<file path="src/rtl/exc_commit_tracker.sv">
module exc_commit_tracker #(
  parameter int DEPTH = 4,
  parameter int PCW = 32,
  localparam int IDXW = $clog2(DEPTH)
) (
  input  logic            clk,
  input  logic            rst_n,
  input  logic            recov,
  input  logic [1:0]      dbg_en,
  input  logic            alloc_valid,
  input  logic [PCW-1:0]  alloc_pc,
  input  logic            alloc_fexc,
  input  logic            exec_valid,
  input  logic [IDXW-1:0] exec_idx,
  input  logic [1:0]      exec_class,
  input  logic            exec_dac,
  input  logic            cmpl_valid,
  input  logic [IDXW-1:0] cmpl_idx,
  input  logic [1:0]      cmpl_post,
  input  logic            redirect_valid,
  input  logic [IDXW-1:0] redirect_idx,
  output logic [IDXW-1:0] tail_slot,
  output logic            win_full,
  output logic            take_valid,
  output logic [2:0]      take_cause,
  output logic [PCW-1:0]  take_pc,
  output logic            take_imp,
  output logic            retire_valid,
  output logic [PCW-1:0]  retire_pc
);
  logic [DEPTH-1:0] vld, fx, xx, dn, pe, dac;
  logic [1:0]       xc [DEPTH];
  logic [PCW-1:0]   pcs [DEPTH];
  logic [IDXW-1:0]  head;
  logic [IDXW:0]    cnt;

  logic hv, take_f, take_x, ret, take_p, take_any, imp, redir_ok, alloc_ok;
  logic [IDXW-1:0] off_r;
  logic [IDXW:0]   base_cnt;
  logic [2:0]      cause_n;

  assign tail_slot = head + cnt[IDXW-1:0];
  assign win_full  = (cnt == (IDXW+1)'(DEPTH));

  assign hv       = (cnt != '0) && vld[head];
  assign take_f   = hv && fx[head] && recov;
  assign take_x   = hv && !fx[head] && xx[head];
  assign ret      = hv && !fx[head] && !xx[head] && dn[head];
  assign take_p   = ret && pe[head];
  assign take_any = take_f || take_x || take_p;
  assign imp      = take_x && xc[head][1] && dac[head];
  assign cause_n  = take_f ? 3'b000 :
                    take_x ? (imp ? 3'b010 : {1'b1, xc[head]}) : 3'b001;

  assign redir_ok = redirect_valid && vld[redirect_idx];
  assign off_r    = redirect_idx - head;
  assign base_cnt = redir_ok ? ({1'b0, off_r} + 1'b1) : cnt;
  assign alloc_ok = alloc_valid && !win_full && !redir_ok;

  always_ff @(posedge clk or negedge rst_n) begin
    if (!rst_n) begin
      head <= '0;
      cnt  <= '0;
      vld  <= '0; fx <= '0; xx <= '0; dn <= '0; pe <= '0; dac <= '0;
      for (int i = 0; i < DEPTH; i++) begin
        xc[i]  <= '0;
        pcs[i] <= '0;
      end
      take_valid   <= 1'b0;
      take_cause   <= '0;
      take_pc      <= '0;
      take_imp     <= 1'b0;
      retire_valid <= 1'b0;
      retire_pc    <= '0;
    end else begin
      take_valid   <= take_any;
      take_cause   <= take_any ? cause_n : 3'b000;
      take_pc      <= take_p ? pcs[head] + PCW'(4) : pcs[head];
      take_imp     <= imp;
      retire_valid <= ret;
      retire_pc    <= pcs[head];
      if (take_any) begin
        head <= '0;
        cnt  <= '0;
        vld  <= '0;
      end else begin
        for (int i = 0; i < DEPTH; i++) begin
          if (exec_valid && vld[i] && exec_idx == IDXW'(i)) begin
            xx[i]  <= 1'b1;
            xc[i]  <= exec_class;
            dac[i] <= exec_dac;
          end
          if (cmpl_valid && vld[i] && cmpl_idx == IDXW'(i)) begin
            dn[i] <= 1'b1;
            pe[i] <= |(cmpl_post & dbg_en);
          end
          if (redir_ok && (IDXW'(IDXW'(i) - head) > off_r)) vld[i] <= 1'b0;
          if (ret && head == IDXW'(i)) vld[i] <= 1'b0;
          if (alloc_ok && tail_slot == IDXW'(i)) begin
            vld[i] <= 1'b1;
            pcs[i] <= alloc_pc;
            fx[i]  <= alloc_fexc;
            xx[i]  <= 1'b0;
            dn[i]  <= 1'b0;
            pe[i]  <= 1'b0;
            dac[i] <= 1'b0;
          end
        end
        head <= head + IDXW'(ret);
        cnt  <= base_cnt - (IDXW+1)'(ret) + (IDXW+1)'(alloc_ok);
      end
    end
  end
endmodule


</file>
<file path="config.mk">
export PLATFORM = sky130hd
export DESIGN_NAME = exc_commit_tracker
export DESIGN_NICKNAME = d
export VERILOG_FILES = /design/src/rtl/exc_commit_tracker.sv
export SDC_FILE = /design/constraint.sdc
export NUM_CORES = 1
export LEC_CHECK = 0
export BUFFER_PORTS_ARGS = -buffer_cell sky130_fd_sc_hd__buf_4
export CAP_MARGIN = 20
export CORE_MARGIN = 1.5
export CORE_UTILIZATION = 47
export DETAILED_ROUTE_END_ITERATION = 16
export PLACE_DENSITY = 0.69
export SYNTH_ARGS = -nofsm -noshare
export SYNTH_HDL_FRONTEND = slang
export SYNTH_SLANG_ARGS = --single-unit
</file>
<file path="constraint.sdc">
create_clock -name clk -period 3.33 [get_ports clk]
set_input_delay 0.333 -clock clk [delete_from_list [all_inputs] [get_ports clk]]
set_output_delay 0.333 -clock clk [all_outputs]
set_load 0.01 [all_outputs]
</file>
==> results of run 1 <==
logic make-up after synthesis:
logic type,Yosys count,synth area share
multiplexers,183,0.258
XOR/XNOR,36,0.0309
AO/OA/AOI/OAI,46,0.0303
adder cells (fa/ha/maj),18,0.0243
flip-flops,233,0.571
buffers and inverters,52,0.0265
AND/OR/NAND/NOR,112,0.0597
flip-flops by register name (all words and copies together) (netlist names):
| register | count |
|---|---|
| xc | 8 |
| take_pc | 30 |
| take_valid | 1 |
| take_imp | 1 |
| pe | 4 |
| take_cause | 3 |
| dac | 4 |
| head | 2 |
| retire_valid | 1 |
| dn | 4 |
| cnt | 3 |
| pcs | 128 |
| xx | 4 |
| fx | 4 |
| retire_pc | 32 |
| vld | 4 |
final cells by class:
cell class                 count  area (µm²)  area share
antenna                        1        2.50    0.000203
clock buffer                  31         668      0.0541
clock inverter                 8        71.3     0.00578
inverter                      24        90.1     0.00730
multi-input combinational    395        4140       0.335
sequential                   233        5830       0.472
tap                          275         344      0.0279
timing repair buffer         152        1200      0.0973
synthesized netlist by cell type (7+ instances only):
| master | instances |
|---|---|
| sky130_fd_sc_hd__a21oi_1 | 15 |
| sky130_fd_sc_hd__and3_1 | 11 |
| sky130_fd_sc_hd__buf_2 | 15 |
| sky130_fd_sc_hd__buf_4 | 7 |
| sky130_fd_sc_hd__dfrtp_1 | 233 |
| sky130_fd_sc_hd__ha_1 | 15 |
| sky130_fd_sc_hd__inv_1 | 23 |
| sky130_fd_sc_hd__mux2_1 | 15 |
| sky130_fd_sc_hd__mux2_2 | 98 |
| sky130_fd_sc_hd__mux2_4 | 29 |
| sky130_fd_sc_hd__mux4_2 | 41 |
| sky130_fd_sc_hd__nand2_1 | 22 |
| sky130_fd_sc_hd__nand3_1 | 14 |
| sky130_fd_sc_hd__nand4_1 | 8 |
| sky130_fd_sc_hd__nor2_1 | 19 |
| sky130_fd_sc_hd__nor3_1 | 7 |
| sky130_fd_sc_hd__o21ai_0 | 8 |
| sky130_fd_sc_hd__xnor2_1 | 27 |
| sky130_fd_sc_hd__xor2_1 | 9 |
worst max-delay path by stage:
| stage | from | to | slack [ns] | depth (start not counted) |
|---|---|---|---|---|
| after floorplan | head[1]$_DFF_PN0_ | cnt[2]$_DFF_PN0_ | 0.46 | 10 |
| after global placement | head[1]$_DFF_PN0_ | take_pc[11]$_DFF_PN0_ | 0.06 | 8 |
| after detailed placement | head[1]$_DFF_PN0_ | take_pc[11]$_DFF_PN0_ | -0.003 | 8 |
| after CTS | head[1]$_DFF_PN0_ | pcs[56]$_DFFE_PN0P_ | 0.13 | 8 |
| after global routing | head[1]$_DFF_PN0_ | pcs[55]$_DFFE_PN0P_ | 0.02 | 8 |
| final | head[1]$_DFF_PN0_ | pcs[56]$_DFFE_PN0P_ | 0.13 | 8 |
layer usage:
metal / vias to the layer above / part of all wire / global-route usage
li1: 2751 / - / -
met5: - / 0 / 0
met1: 3203 / 0.42 / 0.280
met4: 0 / 0.021 / 0.0603
met3: 42 / 0.058 / 0.0336
met2: 191 / 0.50 / 0.355
through the flow:
stage | utilization | setup TNS, ns | cells | area [µm²]
after detailed placement | 0.548 | -0.00293 | 1078 | 11600
final | 0.584 | 0 | 1119 | 12300
after global placement | 0.548 | 0 | 1078 | 11600
after global routing | 0.584 | 0 | 1118 | 12300
after floorplan | - | 0 | 680 | 10200
after CTS | 0.584 | 0 | 1118 | 12300
what timing repair did:
item / in CTS / in global routing
resized for setup: 1 / 0
hold endpoints to repair: 116 / 0
endpoints found under the setup margin: 1 / 0
hold buffers: 1 / 0
power by group through the flow:
stage               registers (mW)  logic, mW  clock network (mW)
floorplan                     4.98       3.59                   0
CTS                           4.98       5.55                2.59
global route                  5.14       5.94                2.72
finish                        4.99       5.49                2.53
global placement              4.94       5.35                   0
detailed placement            5.01       5.53                   0
==> impl_metrics.json, run 1 <==
{
  "clkSlewWorstSetupHoldPaths_ns": 0.06,
  "drc_errors": 0,
  "ioPinCount": 126,
  "finalWeightedCongestion": 0.878,
  "status": "finished, final reports clean",
  "synth_flop_cell": "sky130_fd_sc_hd__dfrtp_1",
  "synth_area_mm2": 0.0102,
  "timing.fmax_mhz": 313,
  "final-hold-violation-count": 0,
  "layout.cells.most_common": "sky130_fd_sc_hd__dfrtp_1",
  "clk_sinks": 233,
  "detailedPlace.worstSlack_ns": -0.00293,
  "critical_path.most_common_cell": "sky130_fd_sc_hd__buf_4",
  "post_route_cells_drive_above_1_share": 0.432,
  "synth_top_cell_area_share": 0.571,
  "grt_use_total": 0.210,
  "worstPathBufferInverterCount": 3,
  "cts_made_buffers": 24,
  "reg2reg_from": "head[1]$_DFF_PN0_",
  "worstSetupStartpointType": "flop",
  "areal_power_density_over_the_cells_mw_per_mm2": 1050,
  "ff2ff_path_depth": 8,
  "num_vias": 6187,
  "finalMaxSlewViolations": 0,
  "intPower_mw": 8.71,
  "postSynthRegisterBits": 233,
  "holdWs_ns": 0.0693,
  "clock-root-buffer": "sky130_fd_sc_hd__clkbuf_16",
  "hp-class": "primary input to flop",
  "synth.lib_cells_used.distinct": 47,
  "synth.top_cells.by_area": "sky130_fd_sc_hd__dfrtp_1 57%, sky130_fd_sc_hd__mux2_2 11%, sky130_fd_sc_hd__mux4_2 9.0%",
  "hold-path-cell-count": 2,
  "power_switching_mw": 4.29,
  "count_of_flip_flops_with_a_built_in_enable_after_synthesis": 0,
  "tritoncts": "done",
  "initial_utilization": 0.483,
  "reg2reg_setup_slack_ns": 0.13,
  "seq_area_frac_synth": 0.571,
  "cts_max_path_buffers": 3,
  "number_of_antenna_violations_at_the_first_check_in_global_routing": 1,
  "post-layout-total-power_mw": 13.0,
  "p_leak_nw": 5.47,
  "worst_slew_pin_slew_ns": 0.937,
  "cts_htree_levels": 1,
  "power.sequential.fraction": 0.383,
  "routed_wl_um": 22700,
  "postSynthNetCount": 751,
  "postCtsSetupBuffers": 0,
  "slowest_delay_ns": 0.56,
  "post_drt_via_cell_ratio": 5.53,
  "detail_route.wl_per_cell_um": 20.3,
  "die_h_um": 150,
  "die-area_mm2": 0.0226,
  "critical_path.top_delay_family": "multiplexers",
  "fp.dieW_um": 150,
  "setup_slack_ns": 0.131,
  "fin_crit_sh": 0.961,
  "critical_path.max_fanout": 15,
  "rsz0062_at_grt": "no",
  "grt_first_pass_wirelength_um": 36700,
  "grt-ovfl-total": 0,
  "postSynthAreaPerCell_um2": 15.0,
  "clk-insertion-delay-late_ns": 0.51,
  "placement.io_buffers": 125,
  "worstReg2RegEnd": "pcs[56]$_DFFE_PN0P_",
  "clock_network_power_share": 0.195,
  "drt_iter0_drc": 352,
  "pin_count_of_the_biggest_net_entering_global_routing": 119,
  "coreArea_mm2": 0.0212,
  "maxSlewHeadroom": 0.374,
  "post-dp-hpwl_um": 15800,
  "finalNetCount": 901,
  "drtPass1Iterations": 5,
  "proportion_of_synthesized_flip_flops_having_asynchronous_set_or_reset": 1.00,
  "filler_cell_count": 1629,
  "mostFrequentLayoutCells": "231 x sky130_fd_sc_hd__dfrtp_1, 146 x sky130_fd_sc_hd__buf_4, 98 x sky130_fd_sc_hd__mux2_2, 41 x sky130_fd_sc_hd__mux4_2, 29 x sky130_fd_sc_hd__mux2_4",
  "irDropWorstVdd_uv": 455,
  "critical-path-slowest-cell": "sky130_fd_sc_hd__mux4_2",
  "arrival_time_of_data_at_the_critical_path_endpoint_ns": 3.59,
  "crit_path_end_kind": "flop",
  "timing.critical_path.required_ns": 3.72,
  "final.min_clock_period_ns": 3.20,
  "fp-row-count": 53,
  "worst_hold_path.endpoint": "pcs[124]$_DFFE_PN0P_",
  "synth_top_area_cell": "sky130_fd_sc_hd__dfrtp_1",
  "netSwitchingFraction": 0.330,
  "synthCells": 680,
  "grt_pass1_vias": 6757,
  "setup-violations-final": 0,
  "ys_warn_count": 0,
  "worst_clock_skew_ns": 0.00956,
  "crit_type": "flop to flop",
  "detail-route-antenna-nets": 0,
  "maxCapViolations": 0,
  "worstPathCellList": "inv_1 > mux4_2 > or4b_1 > o21a_2 > buf_4 > and2_2 > buf_4 > mux2_4",
  "flow.area_growth_from_synthesis_pct": 20.9,
  "hp-start": "alloc_pc[28]",
  "comb_power_share": 0.422
}
Power figures use the tool's default switching activity.
==> inputs of run 2 (changes only) <==
--- a/config.mk
+++ b/config.mk
@@ -7,10 +7,12 @@
 export LEC_CHECK = 0
 export BUFFER_PORTS_ARGS = -buffer_cell sky130_fd_sc_hd__buf_4
 export CAP_MARGIN = 20
+export CELL_PAD_IN_SITES_DETAIL_PLACEMENT = 2
+export CELL_PAD_IN_SITES_GLOBAL_PLACEMENT = 2
 export CORE_MARGIN = 1.5
-export CORE_UTILIZATION = 47
+export CORE_UTILIZATION = 37
 export DETAILED_ROUTE_END_ITERATION = 16
-export PLACE_DENSITY = 0.69
+export PLACE_DENSITY = 0.74
 export SYNTH_ARGS = -nofsm -noshare
 export SYNTH_HDL_FRONTEND = slang
 export SYNTH_SLANG_ARGS = --single-unit
==> impl_metrics.json, run 2 (synthesis results as in run 1) <==
{
  "status": "finished, final reports clean",
  "layout.cells.most_common": "sky130_fd_sc_hd__dfrtp_1",
  "tritoncts": "done",
  "fp-row-count": 60,
  "grt_first_pass_wirelength_um": 44900,
  "detail-route-antenna-nets": 0,
  "detailedPlace.worstSlack_ns": 0.175,
  "reg2reg_from": "head[0]$_DFF_PN0_",
  "critical-path-slowest-cell": "sky130_fd_sc_hd__dfrtp_2",
  "fin_crit_sh": 0.964,
  "final-hold-violation-count": 0,
  "finalMaxSlewViolations": 0,
  "holdWs_ns": 0.0730,
  "grt_pass1_vias": 7521,
  "critical_path.top_delay_family": "simple AND/OR/NAND/NOR gates",
  "hp-start": "alloc_pc[3]",
  "worstSetupStartpointType": "flop",
  "irDropWorstVdd_uv": 433,
  "pin_count_of_the_biggest_net_entering_global_routing": 98,
  "final.min_clock_period_ns": 3.21,
  "worstPathCellList": "mux4_2 > or4b_1 > buf_4 > nor4_2 > buf_4 > nand3_1 > xnor2_1",
  "clk_sinks": 233,
  "finalNetCount": 902,
  "post-dp-hpwl_um": 19100,
  "timing.fmax_mhz": 312,
  "fp.dieW_um": 169,
  "cts_htree_levels": 1,
  "clk-insertion-delay-late_ns": 0.52,
  "hp-class": "primary input to flop",
  "filler_cell_count": 2578,
  "worst_slew_pin_slew_ns": 0.803,
  "p_leak_nw": 5.56,
  "detail_route.wl_per_cell_um": 23.6,
  "setup_slack_ns": 0.120,
  "reg.largest.list": "pcs (128), retire_pc (32), take_pc (30)",
  "clock-root-buffer": "sky130_fd_sc_hd__clkbuf_16",
  "maxCapViolations": 0,
  "post_route_cells_drive_above_1_share": 0.436,
  "critical_path.most_common_cell": "sky130_fd_sc_hd__buf_4",
  "grt_use_total": 0.204,
  "worstPathBufferInverterCount": 2,
  "num_vias": 6346,
  "die_h_um": 169,
  "largest_register_ff_count": 128,
  "cts_made_buffers": 26,
  "drt_iter0_drc": 340,
  "reg2reg_setup_slack_ns": 0.12,
  "drtPass1Iterations": 4,
  "critical_path.max_fanout": 15,
  "coreArea_mm2": 0.0270,
  "grt-ovfl-total": 0,
  "areal_power_density_over_the_cells_mw_per_mm2": 1100,
  "antennaDiodeCount": 0,
  "crit_type": "flop to flop",
  "initial_utilization": 0.378,
  "ioPinCount": 126,
  "cts_max_path_buffers": 3,
  "largest_register": "pcs",
  "die-area_mm2": 0.0286,
  "slowest_delay_ns": 0.65,
  "setup-violations-final": 0,
  "number_of_antenna_violations_at_the_first_check_in_global_routing": 0,
  "postCtsSetupBuffers": 0,
  "worstSetupStartpoint": "head[0]$_DFF_PN0_",
  "maxSlewHeadroom": 0.457,
  "clkSlewWorstSetupHoldPaths_ns": 0.06,
  "mostFrequentLayoutCells": "231 x sky130_fd_sc_hd__dfrtp_1, 142 x sky130_fd_sc_hd__buf_4, 98 x sky130_fd_sc_hd__mux2_2, 41 x sky130_fd_sc_hd__mux4_2, 29 x sky130_fd_sc_hd__mux2_4",
  "flow.area_growth_from_synthesis_pct": 23.7,
  "finalWeightedCongestion": 0.803,
  "arrival_time_of_data_at_the_critical_path_endpoint_ns": 3.62,
  "drc_errors": 0,
  "crit_path_end_kind": "flop",
  "post_drt_via_cell_ratio": 5.33,
  "routed_wl_um": 28100,
  "worst_clock_skew_ns": 0.0132,
  "timing.critical_path.required_ns": 3.74,
  "placement.io_buffers": 125
}
run 2: final cells by class:
type                            count  area, µm²  area share
Clock buffer                       35        746      0.0590
Clock inverter                     12        188      0.0149
Inverter                           24       90.1     0.00713
Multi-Input combinational cell    395       4130       0.327
Sequential cell                   233       5830       0.462
Tap cell                          341        427      0.0338
Timing Repair Buffer              151       1220      0.0968
run 2: final timing paths:
kind / to / cells after the start
hold / removal: pcs[99]$_DFFE_PN0P_ / 2
max in group asynchronous: take_pc[4]$_DFF_PN0_ / 3
min in group asynchronous: retire_pc[28]$_DFF_PN0_ / 2
setup / recovery: take_pc[11]$_DFF_PN0_ / 7
setup reg to reg: take_pc[11]$_DFF_PN0_ / 7
hold reg to reg: pcs[121]$_DFFE_PN0P_ / 1
run 2: per-stage QoR:
stage                     utilization  area (µm²)  setup TNS, ns  total power [mW]  cells
after global routing            0.468       12600        -0.0109              14.7   1191
after detailed placement        0.432       11700              0              10.8   1143
after global placement          0.432       11700              0              10.4   1143
after CTS                       0.467       12600              0              14.1   1191
final                           0.468       12600              0              13.9   1191
after floorplan                     -       10200              0              8.57    680
run 2: what timing repair did:
item | CTS | global route
setup endpoints to repair | 0 | 5
hold buffers | 1 | 0
resized for setup | 0 | 1
endpoints found under the hold margin | 94 | 0
run 2: layer usage:
metal | routed length [µm] | track usage | vias up
met5 | 0 | 0 | -
met4 | 246 | 0.0331 | 0
met3 | 1200 | 0.0247 | 19
met2 | 14700 | 0.370 | 139
met1 | 12000 | 0.266 | 3430
li1 | - | - | 2758
run 2: power breakdown:
| group | switching, mW | internal [mW] |
|---|---|---|
| Combinational | 2.73 | 2.97 |
| Sequential | 0.832 | 4.28 |
| Clock | 1.15 | 1.95 |
